===== src/rtl/sr_wp_pkg.sv =====
package sr_wp_pkg;

  localparam int STAT_W   = 8;
  localparam int POS_PEN  = 7;
  localparam int POS_BPHI = 3;
  localparam int POS_BPLO = 2;
  localparam int POS_WEN  = 1;
  localparam int POS_RB   = 0;

  typedef enum logic [1:0] {
    PROT_NONE = 2'b00,
    PROT_QTR  = 2'b01,
    PROT_HALF = 2'b10,
    PROT_ALL  = 2'b11
  } prot_e;

  typedef struct packed {
    logic  pen;
    prot_e bp;
  } nv_t;

  // Pick the retained fields out of an offered status byte.
  function automatic nv_t nv_from_byte(input logic [STAT_W-1:0] d);
    nv_t n;
    n.pen = d[POS_PEN];
    n.bp  = prot_e'(d[POS_BPHI:POS_BPLO]);
    return n;
  endfunction

  // Assemble the readable status byte.
  function automatic logic [STAT_W-1:0] status_pack(input nv_t n, input logic wen,
                                                     input logic rb);
    logic [STAT_W-1:0] s;
    s = '0;
    s[POS_PEN]            = n.pen;
    s[POS_BPHI:POS_BPLO]  = n.bp;
    s[POS_WEN]            = wen;
    s[POS_RB]             = rb;
    return s;
  endfunction

endpackage


===== src/rtl/swp_range_decode.sv =====
module swp_range_decode
  import sr_wp_pkg::*;
#(
  parameter int ADDR_W = 12
) (
  input  prot_e             bp,
  input  logic [ADDR_W-1:0] addr,
  output logic              locked
);
  localparam int AW1 = ADDR_W + 1;
  localparam logic [AW1-1:0] SPAN = AW1'(1) << ADDR_W;

  // Lowest locked address for a protect setting; SPAN means nothing locked.
  function automatic logic [AW1-1:0] lock_base(input prot_e p);
    case (p)
      PROT_QTR:  return SPAN - (SPAN >> 2);
      PROT_HALF: return SPAN >> 1;
      PROT_ALL:  return '0;
      default:   return SPAN;
    endcase
  endfunction

  assign locked = ({1'b0, addr} >= lock_base(bp));
endmodule


===== src/rtl/swp_cmd_arb.sv =====
module swp_cmd_arb (
  input  logic cmd_wren,
  input  logic cmd_wrdi,
  input  logic cmd_write,
  input  logic cmd_wrsr,
  input  logic busy,
  input  logic wen,
  input  logic pen,
  input  logic wp_n,
  input  logic locked,
  output logic take_wren,
  output logic take_wrdi,
  output logic take_write,
  output logic take_wrsr,
  output logic pin_veto
);
  logic sel_wrsr, sel_write, sel_wrdi, sel_wren;

  // Priority chooses among requests, before any acceptance test.
  assign sel_wrsr  = cmd_wrsr  & ~busy;
  assign sel_write = cmd_write & ~cmd_wrsr & ~busy;
  assign sel_wrdi  = cmd_wrdi  & ~cmd_write & ~cmd_wrsr & ~busy;
  assign sel_wren  = cmd_wren  & ~cmd_wrdi & ~cmd_write & ~cmd_wrsr & ~busy;

  assign pin_veto   = pen & ~wp_n;
  assign take_wrsr  = sel_wrsr & wen & ~pin_veto;
  assign take_write = sel_write & wen & ~locked;
  assign take_wrdi  = sel_wrdi;
  assign take_wren  = sel_wren;
endmodule


===== src/rtl/swp_wen_latch.sv =====
module swp_wen_latch (
  input  logic clk,
  input  logic rst_n,
  input  logic set_en,
  input  logic clr_en,
  output logic wen
);
  always_ff @(posedge clk or negedge rst_n) begin
    if (!rst_n)      wen <= 1'b0;
    else if (clr_en) wen <= 1'b0;
    else if (set_en) wen <= 1'b1;
  end
endmodule


===== src/rtl/swp_nv_bits.sv =====
module swp_nv_bits
  import sr_wp_pkg::*;
(
  input  logic clk,
  input  logic rst_n,
  input  logic load,
  input  nv_t  d,
  output nv_t  q
);
  always_ff @(posedge clk or negedge rst_n) begin
    if (!rst_n)    q <= '{pen: 1'b0, bp: PROT_NONE};
    else if (load) q <= d;
  end
endmodule


===== src/rtl/sr_wp_arbiter.sv =====
module sr_wp_arbiter
  import sr_wp_pkg::*;
#(
  parameter int ADDR_W = 12
) (
  input  logic              clk,
  input  logic              rst_n,
  input  logic              cmd_wren,
  input  logic              cmd_wrdi,
  input  logic              cmd_write,
  input  logic              cmd_wrsr,
  input  logic [ADDR_W-1:0] wr_addr,
  input  logic [7:0]        wrsr_data,
  input  logic              wp_n,
  input  logic              busy,
  output logic              write_grant,
  output logic              wrsr_grant,
  output logic [7:0]        status_byte
);
  // Named internal events, visible to the bound checker.
  logic wen, locked, pin_veto;
  logic take_wren, take_wrdi, take_write, take_wrsr;
  nv_t  nv_q;

  swp_range_decode #(.ADDR_W(ADDR_W)) u_range (
    .bp     (nv_q.bp),
    .addr   (wr_addr),
    .locked (locked)
  );

  swp_cmd_arb u_arb (
    .cmd_wren   (cmd_wren),
    .cmd_wrdi   (cmd_wrdi),
    .cmd_write  (cmd_write),
    .cmd_wrsr   (cmd_wrsr),
    .busy       (busy),
    .wen        (wen),
    .pen        (nv_q.pen),
    .wp_n       (wp_n),
    .locked     (locked),
    .take_wren  (take_wren),
    .take_wrdi  (take_wrdi),
    .take_write (take_write),
    .take_wrsr  (take_wrsr),
    .pin_veto   (pin_veto)
  );

  swp_wen_latch u_wen (
    .clk    (clk),
    .rst_n  (rst_n),
    .set_en (take_wren),
    .clr_en (take_wrdi | take_write | take_wrsr),
    .wen    (wen)
  );

  swp_nv_bits u_nv (
    .clk   (clk),
    .rst_n (rst_n),
    .load  (take_wrsr),
    .d     (nv_from_byte(wrsr_data)),
    .q     (nv_q)
  );

  always_ff @(posedge clk or negedge rst_n) begin
    if (!rst_n) begin
      write_grant <= 1'b0;
      wrsr_grant  <= 1'b0;
    end else begin
      write_grant <= take_write;
      wrsr_grant  <= take_wrsr;
    end
  end

  assign status_byte = status_pack(nv_q, wen, busy);
endmodule


===== config.mk =====
export PLATFORM = sky130hd
export DESIGN_NAME = sr_wp_arbiter
export DESIGN_NICKNAME = d
export VERILOG_FILES = /design/src/rtl/sr_wp_pkg.sv /design/src/rtl/swp_range_decode.sv /design/src/rtl/swp_cmd_arb.sv /design/src/rtl/swp_wen_latch.sv /design/src/rtl/swp_nv_bits.sv /design/src/rtl/sr_wp_arbiter.sv
export SDC_FILE = /design/constraint.sdc
export NUM_CORES = 1
export LEC_CHECK = 0
export BUFFER_PORTS_ARGS = -buffer_cell sky130_fd_sc_hd__buf_4
export CORE_MARGIN = 2
export CORE_UTILIZATION = 29
export CTS_CLUSTER_SIZE = 8
export DETAILED_ROUTE_END_ITERATION = 12
export PLACE_DENSITY_LB_ADDON = 0.2
export SLEW_MARGIN = 30
export SYNTH_ARGS = -nofsm -noshare
export SYNTH_HDL_FRONTEND = slang
export SYNTH_SLANG_ARGS = --single-unit
export TNS_END_PERCENT = 50

===== constraint.sdc =====
create_clock -name clk -period 1.7 [get_ports clk]
set_clock_uncertainty 0.05 [all_clocks]
set_input_delay 0.17 -clock clk [delete_from_list [all_inputs] [get_ports clk]]
set_output_delay 0.17 -clock clk [all_outputs]
set_load 0.02 [all_outputs]

Word-level counts from Yosys, hierarchy flattened
Cells that the tools add are included.
{"block": "word_totals", "in_bits": 28, "out_inout_bits": 10, "regBits": 6, "word_cells": 37}
{"block": "classes", "eq_ne": 3, "n_mux": 3, "magnitude_cmp": 1, "n_bitwise": 24, "reduce_logical": 1}
{"operator": "$pmux W13 S3", "n": 1}
{"operator": "$and A1 B1 Y1", "n": 15}
{"operator": "$ge A12 B13 Y1", "n": 1}
{"operator": "$not A1 Y1", "n": 7}
{"operator": "$eq A2 B2 Y1 const B", "n": 2}
{"operator": "$eq A2 B1 Y1 const B", "n": 1}
{"operator": "$mux W1", "n": 2}
{"operator": "$or A1 B1 Y1", "n": 2}
{"operator": "$reduce_bool A2 Y1", "n": 1}

Depth between registers and ports, before layout
{"block": "depth", "word_depth": 8, "depth_mapped": 7, "mapped_depth_nobuf": 7}

Cells and area by module
From an unflattened synthesis, not the netlist that was laid out.
{"block": "unflattened", "hier_cells": 41, "area_unflattened_um2": 409.1}
{"module": "swp_range_decode", "area_each_um2": 115.1, "cells_per_inst": 16, "seq_area_each_um2": 0.0, "instances": 1}
{"module": "swp_nv_bits", "area_each_um2": 108.9, "cells_per_inst": 6, "seq_area_each_um2": 75.1, "instances": 1}
{"module": "sr_wp_arbiter", "area_each_um2": 97.6, "cells_per_inst": 9, "seq_area_each_um2": 50.0, "instances": 1}
{"module": "swp_cmd_arb", "area_each_um2": 52.6, "cells_per_inst": 8, "seq_area_each_um2": 0.0, "instances": 1}
{"module": "swp_wen_latch", "area_each_um2": 35.0, "cells_per_inst": 2, "seq_area_each_um2": 25.0, "instances": 1}

Least setup slack after synthesis
OpenSTA, ideal clock, no wires.
{"block": "synth_timing", "kind": "reg-to-reg", "start": "register u_nv.q[0] in the netlist's numbering", "end": "register u_wen.wen", "stages_incl_launch_ff": 8, "synth_period_minus_slack_ps": 1775, "arrival_time_ps": 1626, "required_time_ps": 1551, "setup_time_ps": 99, "path_buffers": 0, "slack_ps": -75, "cell_sequence": "dfrtp_1 -> inv_1 -> ha_1 -> inv_1 -> ha_1 -> nor4b_1 -> nand4_1 -> a311oi_1"}
{"block": "synth_between", "elab_chain_cells": 8, "word_cells_on_any_way": 11, "classes_between": "order compare: 1; eq/ne: 3; mux: 2; bitwise: 4; reduce/logical: 1"}
{"element": "start, declared", "line_no": "swp_nv_bits.sv:8", "text": "output nv_t q"}
{"element": "start signal, assigned", "line_no": "swp_nv_bits.sv:11", "text": "if (!rst_n) q <= '{pen: 1'b0, bp: PROT_NONE};"}
{"element": "$eq A2 B2 Y1 / $eq A2 B1 Y1 (equally long branches)", "line_no": "swp_range_decode.sv:15", "text": "case (p)"}
{"element": "$pmux W13 S3 *", "line_no": "swp_range_decode.sv:15"}
{"element": "$ge A12 B13 Y1 *", "line_no": "swp_range_decode.sv:23", "text": "assign locked = ({1'b0, addr} >= lock_base(bp));"}
{"element": "$not A1 Y1 *", "line_no": "swp_cmd_arb.sv:27", "text": "assign take_write = sel_write & wen & ~locked;"}
{"element": "$and A1 B1 Y1 *", "line_no": "swp_cmd_arb.sv:27"}
{"element": "$or A1 B1 Y1 * (2 in series)", "line_no": "sr_wp_arbiter.sv:52", "text": ".clr_en (take_wrdi | take_write | take_wrsr),"}
{"element": "$mux W1 / $reduce_bool A2 Y1 (equally long branches)"}
{"element": "end signal, assigned", "line_no": "swp_wen_latch.sv:9", "text": "if (!rst_n) wen <= 1'b0;"}
{"element": "end signal, assigned", "line_no": "swp_wen_latch.sv:10", "text": "else if (clr_en) wen <= 1'b0;"}
{"element": "end signal, assigned", "line_no": "swp_wen_latch.sv:11", "text": "else if (set_en) wen <= 1'b1;"}
{"element": "end, declared", "line_no": "swp_wen_latch.sv:6", "text": "output logic wen"}
Mark *: on every way between the ends. The rest lies on a longest branch, timed or not.
A chain may end at the register's enable or synchronous reset.

Worst setup path in the final report
Ends and elaborated chain as after synthesis.

==> impl_metrics.env <==
export IMPL_critical_path_buf_inv_count=2
export IMPL_die_y_um=42.5
export IMPL_path_depth=7
export IMPL_grt_pass1_wl_mm=1.54
export IMPL_power_leakage_nw=0.375
export IMPL_multiInputGateArea_um2=263
export IMPL_startpoint_type="register"
export IMPL_hold_path_class="in -> reg"
export IMPL_worstHoldStart="wrsr_data[2]"
export IMPL_cts_tree="yes"
export IMPL_cap_violations=0
export IMPL_setup_viol=0
export IMPL_fp_dieW_um=42.5
export IMPL_area_sequential_um2=153
export IMPL_ys_warn_count=0
export IMPL_area_growth_pct=66.0
export IMPL_synth_top_cell_by_area="dfrtp_1"
export IMPL_path_class="reg -> reg"
export IMPL_r2r_start="u_nv.q[0]"
export IMPL_rows=13
export IMPL_report_final_slew_viol_count=0
export IMPL_crit_path_end="u_wen.wen"
export IMPL_synth_common_cells="buf_4 (6), dfrtp_1 (6), ha_1 (4), inv_1 (4), mux2_4 (3)"
export IMPL_status="finished clean"
export IMPL_ctsHtreeMaxLevel=1
export IMPL_wl_per_cell_um=11.1
export IMPL_whs_ns=0.112
export IMPL_fillCellCount=126
export IMPL_grt_max_degree=7
export IMPL_pwr_density_cell_nw_per_um2=1340
export IMPL_crit_required_ns=1.80
export IMPL_post_cts_setup_buffers=0
export IMPL_grtUsageTotal=0.114
export IMPL_drive_above_1_share=0.662
export IMPL_rrSetupSlack_ns=0.01
export IMPL_antenna_found_initial=0
export IMPL_clockBufferDepth=2
export IMPL_drt_iter0_drc=0
export IMPL_synth_edf_count=0
export IMPL_fmax_ghz=0.592
export IMPL_gp_congestion=0.640
export IMPL_post_place_ws_ns=0.0139
export IMPL_netlist_area_um2=430
export IMPL_synth_distinct_cells=21
export IMPL_cpMaxStageDelayCell="dfrtp_2"
export IMPL_startpoint="u_nv.q[0]"
export IMPL_reg2reg_to="u_wen.wen"
export IMPL_grt_pass1_vias=387
export IMPL_ir_drop_v=0.000500
export IMPL_clock_latency_ns=0.24
export IMPL_rr_worst_depth=7
export IMPL_portBuffers=29
export IMPL_synth_seq_cells=6
export IMPL_firstDrtPassIters=1
export IMPL_drc=0
export IMPL_dieArea_um2=1810
export IMPL_end_kind="register"
export IMPL_coreArea_um2=1350
export IMPL_timing_final_ws_setup_ns=0.0106
export IMPL_post_dp_hpwl_um=779
export IMPL_ant_nets=0
export IMPL_cp_top_family="adder cells"
export IMPL_cp_max_fo=3
export IMPL_nets=105
export IMPL_grt_overflow=0
export IMPL_yosysSeqAreaShare=0.349
export IMPL_cp_arrival_ns=1.79
export IMPL_cts_buffers=3
export IMPL_hold_violations=0
export IMPL_final_util=0.529
export IMPL_cts_root_buffer="clkbuf_4"
export IMPL_cts_sinks=6
export IMPL_antenna_cells=0
export IMPL_rsz0062_at_grt="true"
export IMPL_num_vias=386
export IMPL_synth_area_leaders="dfrtp_1 (35%), ha_1 (12%), buf_4 (10%)"
export IMPL_netlist_instances=41
export IMPL_synth_async_reset_ratio=1.00
export IMPL_fin_tns_setup_ns=0
export IMPL_synthFlopType="dfrtp_1"
export IMPL_start_util=0.319
export IMPL_ios=38
export IMPL_path_cells="inv_2 -> ha_4 -> inv_2 -> ha_4 -> nor4b_4 -> nand4_1 -> a311oi_2"
export IMPL_min_period_ns=1.69
export IMPL_clkTransAtPathRegs_ns=0.04
export IMPL_finalCritPeriodShare=0.994
export IMPL_max_stage_delay_ns=0.37
export IMPL_syn_area_per_cell_um2=10.5
export IMPL_synth_top_cell_area_share=0.349
export IMPL_avgViaCountPerCell=4.49
export IMPL_drt_total_wl_um=957
## worst min-delay path by stage
stage / to / slack (ns) / depth (start not counted)
floorplan: u_nv.q[0] / -0.18 / 0
global placement: u_nv.q[2] / -0.07 / 1
detailed placement: u_nv.q[2] / -0.07 / 1
CTS: u_nv.q[0] / 0.11 / 2
global route: u_nv.q[0] / 0.1 / 2
finish: u_nv.q[0] / 0.11 / 2
## worst register-to-register path: stages (launching register included)
cell and delay [ns]:
dfrtp_2 0.37, inv_2 0.05, ha_4 0.26, inv_2 0.04, ha_4 0.25, nor4b_4 0.17, nand4_1 0.14, a311oi_2 0.27
## cells by family (layout without fill, tap and decap cells)
logic type	Yosys count	in the layout	synth area share
simple gates	12	12	0.180
buf+inv	11	39	0.166
flops	6	6	0.349
fa+ha+maj	4	4	0.116
compound gates	4	4	0.0756
mux	3	3	0.105
other cells	1	3	0.00871
## metal layers
metal	wire, um	track usage
met2	512	0.191
met5	0	0
met4	0	0.0563
met1	371	0.125
met3	72	0.0431
## stage by stage
step                cell area (um^2)  power [mW]  std cells
floorplan                        447       0.558         43
global placement                 642       0.710         82
detailed placement               642       0.718         82
CTS                              674       0.855         86
global route                     714        1.05         86
finish                           714       0.961         86
## cells in the final DEF (no fill, tap or decap)
cell type	synthesis	routed
nand2b_1	1	1
dfrtp_2	0	2
a311oi_2	0	1
buf_4	6	31
nor2b_1	2	2
ha_1	4	2
dlygate4sd3_1	0	1
nor2_1	1	1
and3_1	2	2
ha_4	0	2
and3b_1	1	1
mux2_4	3	3
clkbuf_4	0	3
nand4_1	1	1
a21oi_1	1	1
inv_2	0	3
conb_1	1	3
nor3_1	1	1
dfrtp_1	6	4
o21bai_1	1	1
a32o_2	1	1
inv_1	4	1
nor4_1	1	1
nor3b_1	1	1
nor4b_4	0	1
## cell type report
cell class	count	share of cell area
sequential	6	0.214
clock buffer	3	0.0315
multi-input combinational	26	0.368
inverter	4	0.0210
timing repair buffer	32	0.340
tap	15	0.0263
## where the power goes
part	internal [mW]	total [mW]	switching, mW
sequential	0.198	0.236	0.0387
combinational	0.335	0.596	0.261
clock	0.0797	0.128	0.0484
## state kept, by name (all words and copies together), names as in the netlist
name / flops
write_grant: 1
u_wen.wen: 1
u_nv.q: 3
wrsr_grant: 1
## timing repair
item                                    in CTS  in global routing
hold buffers                                 1                  0
hold endpoints to repair                     6                  0
endpoints found under the setup margin       0                  2
gates resized for setup                      0                  7
(Power assumes the default switching activity.)
